===== config.mk =====
export PLATFORM = sky130hd
export DESIGN_NAME = zbt_sram
export DESIGN_NICKNAME = d
export VERILOG_FILES = /design/src/rtl/zbt_pkg.sv /design/src/rtl/zbt_burst_ctrl.sv /design/src/rtl/zbt_write_buf.sv /design/src/rtl/zbt_mem_array.sv /design/src/rtl/zbt_sram.sv
export SDC_FILE = /design/constraint.sdc
export NUM_CORES = 1
export LEC_CHECK = 0
export BUFFER_PORTS_ARGS = -buffer_cell sky130_fd_sc_hd__buf_2
export CAP_MARGIN = 20
export CORE_MARGIN = 2
export CORE_UTILIZATION = 40
export CTS_CLUSTER_SIZE = 25
export DETAILED_ROUTE_END_ITERATION = 10
export PLACE_DENSITY_LB_ADDON = 0.3
export SYNTH_ARGS = -nofsm -noshare
export SYNTH_HDL_FRONTEND = slang
export SYNTH_SLANG_ARGS = --single-unit

===== constraint.sdc =====
create_clock -name clk_i -period 3.8 [get_ports clk_i]
set_input_delay 0.57 -clock clk_i [delete_from_list [all_inputs] [get_ports clk_i]]
set_output_delay 0.57 -clock clk_i [all_outputs]
set_load 0.02 [all_outputs]

===== src/rtl/zbt_pkg.sv =====
package zbt_pkg;
  typedef enum logic {BURST_INTLV = 1'b0, BURST_LINEAR = 1'b1} burst_mode_e;

  function automatic logic [1:0] burst_low(input logic [1:0] base,
                                           input logic [1:0] cnt,
                                           input burst_mode_e mode);
    return (mode == BURST_LINEAR) ? base + cnt : base ^ cnt;
  endfunction
endpackage


===== src/rtl/zbt_burst_ctrl.sv =====
module zbt_burst_ctrl
  import zbt_pkg::*;
#(
  parameter int AW = 6,
  parameter int NB = 2
) (
  input  logic          clk_i,
  input  logic          rst_ni,
  input  logic          step_i,
  input  logic          ign_i,
  input  logic          adv_i,
  input  logic          ce_ni,
  input  logic          rd_i,
  input  logic          lbo_i,
  input  logic [AW-1:0] addr_i,
  input  logic [NB-1:0] bw_ni,
  output logic          act_o,
  output logic          rd_o,
  output logic [AW-1:0] eff_addr_o,
  output logic [NB-1:0] bw_o
);
  logic          act_q, rd_q;
  logic [AW-1:0] base_q;
  logic [1:0]    cnt_q;
  burst_mode_e   mode_q;
  logic [NB-1:0] bw_q;

  always_ff @(posedge clk_i or negedge rst_ni) begin
    if (!rst_ni) begin
      act_q  <= 1'b0;
      rd_q   <= 1'b0;
      base_q <= '0;
      cnt_q  <= '0;
      mode_q <= BURST_INTLV;
      bw_q   <= '0;
    end else if (step_i) begin
      bw_q <= ~bw_ni;
      if (ign_i) begin
        act_q <= 1'b0;
      end else if (!adv_i) begin
        if (!ce_ni) begin
          act_q  <= 1'b1;
          rd_q   <= rd_i;
          base_q <= addr_i;
          cnt_q  <= '0;
          mode_q <= lbo_i ? BURST_LINEAR : BURST_INTLV;
        end else begin
          act_q <= 1'b0;
        end
      end else if (act_q) begin
        cnt_q <= cnt_q + 2'd1;
      end
    end
  end

  assign act_o      = act_q;
  assign rd_o       = rd_q;
  assign bw_o       = bw_q;
  assign eff_addr_o = {base_q[AW-1:2], burst_low(base_q[1:0], cnt_q, mode_q)};
endmodule


===== src/rtl/zbt_write_buf.sv =====
module zbt_write_buf #(
  parameter int AW = 6,
  parameter int NB = 2,
  parameter int BW = 8,
  localparam int DW = NB * BW
) (
  input  logic          clk_i,
  input  logic          rst_ni,
  input  logic          step_i,
  input  logic          req_i,
  input  logic [AW-1:0] addr_i,
  input  logic [NB-1:0] bw_i,
  input  logic [DW-1:0] dq_i,
  output logic          cm_vld_o,
  output logic [AW-1:0] cm_addr_o,
  output logic [NB-1:0] cm_bw_o,
  output logic [DW-1:0] cm_data_o,
  input  logic [AW-1:0] rd_addr_i,
  input  logic [DW-1:0] arr_data_i,
  output logic [DW-1:0] rd_data_o
);
  logic          pv_q;
  logic [AW-1:0] pa_q;
  logic [NB-1:0] pb_q;
  logic [DW-1:0] pd_q;

  always_ff @(posedge clk_i or negedge rst_ni) begin
    if (!rst_ni) begin
      pv_q <= 1'b0;
      pa_q <= '0;
      pb_q <= '0;
      pd_q <= '0;
    end else if (step_i) begin
      pv_q <= req_i;
      pa_q <= addr_i;
      pb_q <= bw_i;
      pd_q <= dq_i;
    end
  end

  logic hit;
  assign hit = pv_q && (pa_q == rd_addr_i);

  for (genvar b = 0; b < NB; b++) begin : g_fwd
    assign rd_data_o[b*BW +: BW] = (hit && pb_q[b]) ? pd_q[b*BW +: BW]
                                                    : arr_data_i[b*BW +: BW];
  end

  assign cm_vld_o  = pv_q;
  assign cm_addr_o = pa_q;
  assign cm_bw_o   = pb_q;
  assign cm_data_o = pd_q;
endmodule


===== src/rtl/zbt_mem_array.sv =====
module zbt_mem_array #(
  parameter int AW = 6,
  parameter int NB = 2,
  parameter int BW = 8,
  localparam int DW = NB * BW,
  localparam int DEPTH = 1 << AW
) (
  input  logic          clk_i,
  input  logic          we_i,
  input  logic [NB-1:0] be_i,
  input  logic [AW-1:0] waddr_i,
  input  logic [DW-1:0] wdata_i,
  input  logic [AW-1:0] raddr_i,
  output logic [DW-1:0] rdata_o
);
  logic [DW-1:0] mem_q [DEPTH];

  always_ff @(posedge clk_i) begin
    if (we_i) begin
      for (int b = 0; b < NB; b++) begin
        if (be_i[b]) mem_q[waddr_i][b*BW +: BW] <= wdata_i[b*BW +: BW];
      end
    end
  end

  assign rdata_o = mem_q[raddr_i];
endmodule


===== src/rtl/zbt_sram.sv =====
module zbt_sram #(
  parameter int AW       = 6,
  parameter int NB       = 2,
  parameter int BW       = 8,
  parameter int WAKE_CYC = 2,
  localparam int DW  = NB * BW,
  localparam int WCW = $clog2(WAKE_CYC + 1)
) (
  input  logic          clk_i,
  input  logic          rst_ni,
  input  logic          cke_ni,
  input  logic          adv_i,
  input  logic          ce_ni,
  input  logic          rd_i,
  input  logic          lbo_i,
  input  logic [NB-1:0] bw_ni,
  input  logic          oe_ni,
  input  logic          zz_i,
  input  logic [AW-1:0] addr_i,
  input  logic [DW-1:0] dq_i,
  output logic [DW-1:0] dq_o,
  output logic          dq_oe_o
);
  logic           step, ign, wake_busy;
  logic [WCW-1:0] wake_q;
  logic           act, rd_op;
  logic [AW-1:0]  eff_addr;
  logic [NB-1:0]  bw_cur;
  logic           cm_vld;
  logic [AW-1:0]  cm_addr;
  logic [NB-1:0]  cm_bw;
  logic [DW-1:0]  cm_data, arr_data, rd_data;

  assign step = !cke_ni;

  // wake-up window counts every clock edge, stalled or not
  always_ff @(posedge clk_i or negedge rst_ni) begin
    if (!rst_ni)                wake_q <= '0;
    else if (zz_i)              wake_q <= WCW'(WAKE_CYC);
    else if (wake_q != '0)      wake_q <= wake_q - 1'b1;
  end
  assign wake_busy = (wake_q != '0);
  assign ign       = zz_i || wake_busy;

  zbt_burst_ctrl #(.AW(AW), .NB(NB)) u_ctrl (
    .clk_i     (clk_i),
    .rst_ni    (rst_ni),
    .step_i    (step),
    .ign_i     (ign),
    .adv_i     (adv_i),
    .ce_ni     (ce_ni),
    .rd_i      (rd_i),
    .lbo_i     (lbo_i),
    .addr_i    (addr_i),
    .bw_ni     (bw_ni),
    .act_o     (act),
    .rd_o      (rd_op),
    .eff_addr_o(eff_addr),
    .bw_o      (bw_cur)
  );

  zbt_write_buf #(.AW(AW), .NB(NB), .BW(BW)) u_wbuf (
    .clk_i     (clk_i),
    .rst_ni    (rst_ni),
    .step_i    (step),
    .req_i     (act && !rd_op),
    .addr_i    (eff_addr),
    .bw_i      (bw_cur),
    .dq_i      (dq_i),
    .cm_vld_o  (cm_vld),
    .cm_addr_o (cm_addr),
    .cm_bw_o   (cm_bw),
    .cm_data_o (cm_data),
    .rd_addr_i (eff_addr),
    .arr_data_i(arr_data),
    .rd_data_o (rd_data)
  );

  zbt_mem_array #(.AW(AW), .NB(NB), .BW(BW)) u_mem (
    .clk_i  (clk_i),
    .we_i   (step && cm_vld),
    .be_i   (cm_bw),
    .waddr_i(cm_addr),
    .wdata_i(cm_data),
    .raddr_i(eff_addr),
    .rdata_o(arr_data)
  );

  assign dq_o    = rd_data;
  assign dq_oe_o = act && rd_op && !oe_ni && !zz_i;
endmodule


* Yosys cells after proc, flatten, opt, wreduce, memory -nomap -nowiden
Memories as Yosys holds them, arrays and structs flattened.
Cells that the tools add are included.
** Operators by class
- Equal/unequal tests :: 4
- Bitwise logic cells :: 6
- Add/subtract/negate cells :: 3
- Muxes and demuxes :: 18
- Reductions and logical operators :: 18
** Operators by type and width (number)
- $mux 8 :: 2
- $mux 2 :: 6
- $mux 1 :: 10
- $logic_and 1x1->1 :: 8
- $reduce_and 4->1 :: 2
- $eq 6x6->1 :: 1
- $logic_not 1->1 :: 4
- $ne 2x1->1 const B :: 2
- $not 1->1 :: 4
- $reduce_bool 2->1 :: 2
- $add 2x1->2 const B :: 1
- $add 2x2->2 :: 1
- $ne 2x2->1 const B :: 1
- $not 2->2 :: 1
- $reduce_and 2->1 :: 1
- $sub 2x1->2 const B :: 1
- $xor 2x2->2 :: 1
- $logic_or 1x1->1 :: 1
** Storage, ports and cells
- Input port bits :: 33
- Flip-flop bits (word level) :: 40
- Memory bits (writable) :: 1024
- Output and inout port bits :: 17
- Memories :: 1
** Memories
- u_mem.mem_q :: depth 64, bits a word 16, rd ports 1, clocked after Yosys merged registers in 0, wr ports 1, RTL line zbt_mem_array.sv:16 : logic [DW-1:0] mem_q [DEPTH];

* Longest topological paths before layout
- Word-level depth :: 6
- Depth in mapped cells :: 14
- Mapped depth without buffers :: 9

* By module
From an unflattened synthesis, not the netlist that was laid out.
** Second synthesis, totals
- Cells, all modules :: 2037
- Area total of the unflattened synthesis :: 41965.2 um^2
** Modules (own cells, without submodules)
- zbt_mem_array :: area each 40000.9 um^2, cells each 1890, instances 1
- zbt_write_buf :: area each 1206.2 um^2, cells each 81, instances 1
- zbt_burst_ctrl :: area each 623.1 um^2, cells each 51, instances 1
- zbt_sram :: area each 135.1 um^2, cells each 15, instances 1

* Worst setup path before layout
Ideal clock, no wire load.
- Kind :: register -> output
- Start point :: register u_ctrl.cnt_q[0]
- End point :: output port dq_o[2]
- Stages on the path, launching flop included :: 12
- Setup slack :: 0.308 ns
- Data arrival time :: 2.922 ns
- Path through :: dfrtp_1 ha_1 buf_2 buf_4 buf_4 buf_4 buf_2 clkbuf_1 o21ai_0 a211oi_1 nor4_1 a211oi_1
** Between the ends
- Longest elaborated chain between the ends :: 6
** Ends and longest elaborated chain
- start, declared :: RTL line zbt_burst_ctrl.sv:24 : logic [1:0] cnt_q;
- start signal, assigned :: RTL line zbt_burst_ctrl.sv:51 : cnt_q <= cnt_q + 2'd1;
- $add 2x2->2 or $xor 2x2->2 (tied branches) :: RTL line zbt_pkg.sv:7 : return (mode == BURST_LINEAR) ? base + cnt : base ^ cnt;
- $mux 2 (*) :: RTL line zbt_pkg.sv:7
- net eff_addr[0] :: RTL line zbt_sram.sv:27 : logic [AW-1:0] eff_addr;
- branches (longest 3 deep; another with $mem_v2 64x16)
- $mux 8 (*) :: RTL line zbt_write_buf.sv:45 : assign rd_data_o[b*BW +: BW] = (hit && pb_q[b]) ? pd_q[b*BW +: BW]
- end, declared :: RTL line zbt_sram.sv:21 : output logic [DW-1:0] dq_o,
Mark *: on every way through the listed nets, which the timed path passes.

* Worst setup path after layout
- Start point :: register u_ctrl.base_q[1]
- End point :: output port dq_o[10]
** Between the ends
- Longest elaborated chain between the ends :: 6
** Ends and longest elaborated chain
- start, declared :: RTL line zbt_burst_ctrl.sv:23 : logic [AW-1:0] base_q;
- start signal, assigned :: RTL line zbt_burst_ctrl.sv:44 : base_q <= addr_i;
- $add 2x2->2 or $xor 2x2->2 (tied branches) :: RTL line zbt_pkg.sv:7
- $mux 2 (*) :: RTL line zbt_pkg.sv:7
- branches (longest 3 deep; another with $mem_v2 64x16)
- $mux 8 (*) :: RTL line zbt_write_buf.sv:45
Mark *: on every way between the ends.

==> reports/qor.json <==
{
  "synth": {
    "dominantRegCellSynth": "edfxtp_1",
    "portion_of_the_post_synthesis_area_used_by_sequential_elements": 0.7229,
    "yosysTopAreaCell": "edfxtp_1",
    "post_synth_instance_area_mm2": 0.04392,
    "synth_top_cell_area_share": 0.7001,
    "number_of_flip_flops_and_latches_in_the_synthesized_netlist": 1064,
    "syn_inst_count": 2925,
    "post_synth_num_cell_types": 68,
    "async_reset_ff_frac": 0.03759,
    "synth-edff-count": 1024,
    "synthesis.nets": 2960,
    "synth.area.top_cells": "edfxtp_1 70%, mux4_2 6.1%, nand2_1 3.9%",
    "synthesis.yosys.warnings": 0,
    "synth.avg_cell_area_um2": 15.02
  },
  "critical_path": {
    "start_kind": "flip-flop",
    "timing.critical_path.slowest_stage_cell": "dfrtp_2",
    "end_kind": "output port",
    "critical_path_launch_point": "u_ctrl.base_q[1]",
    "crit_required_ns": 3.23,
    "reg2reg_from": "u_wbuf.cm_vld_o",
    "critical_path.cell_chain": "buf_6, xor2_4, buf_12, xnor2_4, buf_12, bufbuf_16, nand2_1, a31oi_1, nand2_1, a21oi_2, buf_4, nor4_2, buf_4, a211oi_4, buf_6",
    "ff_to_ff_path_depth": 5,
    "worst_path_max_stage_delay_ns": 0.45,
    "regToRegSetupSlack_ns": 1.00,
    "worst_path_arrival_time_ns": 3.63,
    "critical_path.reg2reg.endpoint": "u_mem.mem_q[11][15]",
    "crit_type": "flip-flop to output port",
    "worstPathMaxFanout": 7
  },
  "timing": {
    "finalWorstPathRequiredPeriod_ns": 4.195,
    "setup_ws_ns": -0.3951,
    "finalSetupViolCount": 16,
    "finalClockSkew_ns": 0.02838,
    "max_slew_violations": 0,
    "slew-limit-headroom": 0.1868,
    "timing_worst_slew_pin_value_ns": 1.217,
    "fmax_mhz": 238.4,
    "finalCritPeriodShare": 1.104,
    "grt_setup_unrepaired": "true",
    "hold_viol": 0
  },
  "routing": {
    "wl_per_cell_um": 27.87,
    "dr.max_layer_used": "met4",
    "viasPerCell": 5.942,
    "route.layer.met1.wl_um": 51990,
    "routed_wirelength_um": 133100,
    "first_pass_iters": 8,
    "detailroute.wirelength.met3_um": 12190,
    "drtAntennaViolNets": 0,
    "first_iter_violations": 3358,
    "met2RoutedLength_um": 62660,
    "num_vias": 28380,
    "drt_drc_violations_left": 0
  },
  "power": {
    "vdd_ir_drop_max_uv": 610.5,
    "power.internal_uw": 26630,
    "pwr_density_cell_mw_per_mm2": 750.3,
    "power.leakage_uw": 0.01816,
    "power_switching_uw": 14060,
    "combPwrFrac": 0.409,
    "power.share.switching": 0.3456,
    "finalPower_uw": 40690,
    "share_seq_of_total_power": 0.328,
    "share_clk_of_total_power": 0.263
  },
  "floorplan": {
    "core_area_mm2": 0.1089,
    "ios": 50,
    "initial_core_util": 0.4035,
    "floorplan.die_area_mm2": 0.1125,
    "chipHeight_um": 335.4,
    "die_width_um": 335.4,
    "rows": 121
  },
  "clock_network": {
    "cts_sinks": 1064,
    "cts-htree-levels": 3,
    "cts_root_buf": "clkbuf_16",
    "clk_pin_slew_worst_paths_ns": 0.07,
    "tritoncts": "built",
    "cts_buffer_depth": 3,
    "clock_insertion_delay_worst_skew_ns": 0.71,
    "tritoncts.num_buffers": 104
  },
  "place": {
    "place.detailed.hpwl_um": 77840,
    "routability_cong": 0.8606,
    "placed_cell_area_mm2": 0.04748,
    "number_of_buffer_cells_added_on_primary_ports": 49
  },
  "cells_and_area": {
    "antenna_cells": 0,
    "mostFrequentLayoutCell": "edfxtp_1",
    "drive_above_1_share": 0.2894,
    "nNetsFinal": 3309,
    "syn2layout_area_growth_pct": 23.46,
    "highest_count_cells_in_the_layout_ignoring_fill_and_taps": "1,024 x edfxtp_1, 440 x nand2_1, 296 x buf_4",
    "final_area_mm2": 0.05422
  },
  "outcome": {
    "violations": "setup timing",
    "outcome": "finished with violations"
  },
  "hold_path": {
    "worst_hold_startpoint": "bw_ni[1]",
    "holdPathStages": 2,
    "worstHoldPathType": "primary input to flip-flop",
    "endpoint_worst_hold": "u_ctrl.bw_o[1]"
  },
  "job": {
    "max_cap_viol_count": 0
  },
  "global_route": {
    "grt_remaining_overflow": 0,
    "grt_pass1_vias": 27510,
    "antenna_violations_before_repair": 2,
    "gr-usage-all-layers": 0.2296,
    "maximum_number_of_pins_on_one_net_before_global_route_repair": 66,
    "grt_first_pass_wirelength_um": 188400
  }
}
-- per-stage QoR --
stage / setup TNS [ns] / util / setup slack, ns / hold WS, ns / cells
2_1_floorplan: 0 / - / 0.3080 / 0.2744 / 2925
6_report: -5.057 / 0.4981 / -0.3951 / 0.06698 / 4776
5_1_grt: -6.367 / 0.4981 / -0.5520 / 0.05202 / 4776
3_3_place_gp: -0.2934 / 0.4362 / -0.1591 / 0.4669 / 4458
4_1_cts: -5.250 / 0.4881 / -0.3976 / 0.04691 / 4718
3_5_place_dp: -0.4211 / 0.4362 / -0.1681 / 0.4776 / 4458
-- worst max-delay path: cells and delay by family (launching register included) --
kind,cells,cell delay [ns]
buffers and inverters,7,1.24
and+or+nand+nor,3,0.19
DFF,1,0.45
xor gates and xnor gates,2,0.44
AOI/OAI and AO/OA,3,0.60
-- logic make-up (layout without fill, tap and decap cells) --
logic type	Yosys count	count (layout)	synth area share
adders and majority gates	2	2	0.0005697
DFF	1064	1064	0.7229
xor gates and xnor gates	11	11	0.003191
muxes	250	250	0.09219
and+or+nand+nor	1002	1002	0.09894
buffers and inverters	207	644	0.02211
AOI/OAI and AO/OA	389	389	0.06011
-- how the worst max path moves through the flow --
stage	to	slack [ns]	cells past startpoint
floorplan	dq_o[2]	0.31	11
global placement	dq_o[11]	-0.16	12
detailed placement	dq_o[11]	-0.17	12
CTS	dq_o[15]	-0.40	13
global route	dq_o[10]	-0.55	12
finish	dq_o[10]	-0.40	15
-- sequential cells by signal, indices dropped and copies added (netlist names) --
| signal | flops |
|---|---|
| wake_q | 2 |
| u_ctrl.base_q | 6 |
| u_ctrl.act_o | 1 |
| u_mem.mem_q | 1024 |
| u_wbuf.cm_vld_o | 1 |
| u_wbuf.cm_data_o | 16 |
| u_ctrl.mode_q | 1 |
| u_wbuf.cm_addr_o | 6 |
| u_wbuf.cm_bw_o | 2 |
| u_ctrl.bw_o | 2 |
| u_ctrl.rd_o | 1 |
| u_ctrl.cnt_q | 2 |
-- synthesized netlist by cell type, types with 40 or more instances --
cell type	count
a31oi_1	72
edfxtp_1	1024
o21ai_0	56
buf_2	62
mux4_2	118
nor4_1	40
nor3_1	132
dfrtp_1	40
nand2_1	453
nand3_1	98
clkbuf_1	106
nor2_1	214
mux2_2	53
a21oi_1	82
mux2i_1	76
-- metal layers --
layer | GRT usage | vias up
met5 | 0 | -
met1 | 0.3104 | 14390
li1 | - | 12080
met2 | 0.3637 | 1577
met4 | 0.1045 | 0
met3 | 0.04002 | 331
-- timing repair --
item                                    CTS  global route
cloned                                   19            10
hold buffers                              1             0
resized for setup                       213           106
buffers inserted                         56            51
endpoints found under the setup margin   16            16
pin swaps                                59            53
hold endpoints to repair                 20             0
-- area by class of cell --
class,instances,area [um^2]
clock buffers,121,2718
clock inverters,73,818.3
inverters,5,18.77
fillers,8837,54630
well taps,1414,1769
multi-input cells,1654,12370
repair buffers,445,4752
flip-flops and latches,1064,31780
-- power groups by stage --
stage | Combinational (uW) | Sequential, uW | Clock, uW
floorplan | 7090 | 13600 | 0
global placement | 12200 | 13600 | 0
detailed placement | 12200 | 13600 | 0
CTS | 15200 | 13300 | 10800
global route | 17300 | 13300 | 11300
finish | 16600 | 13300 | 10700
(Power assumes the default switching activity.)
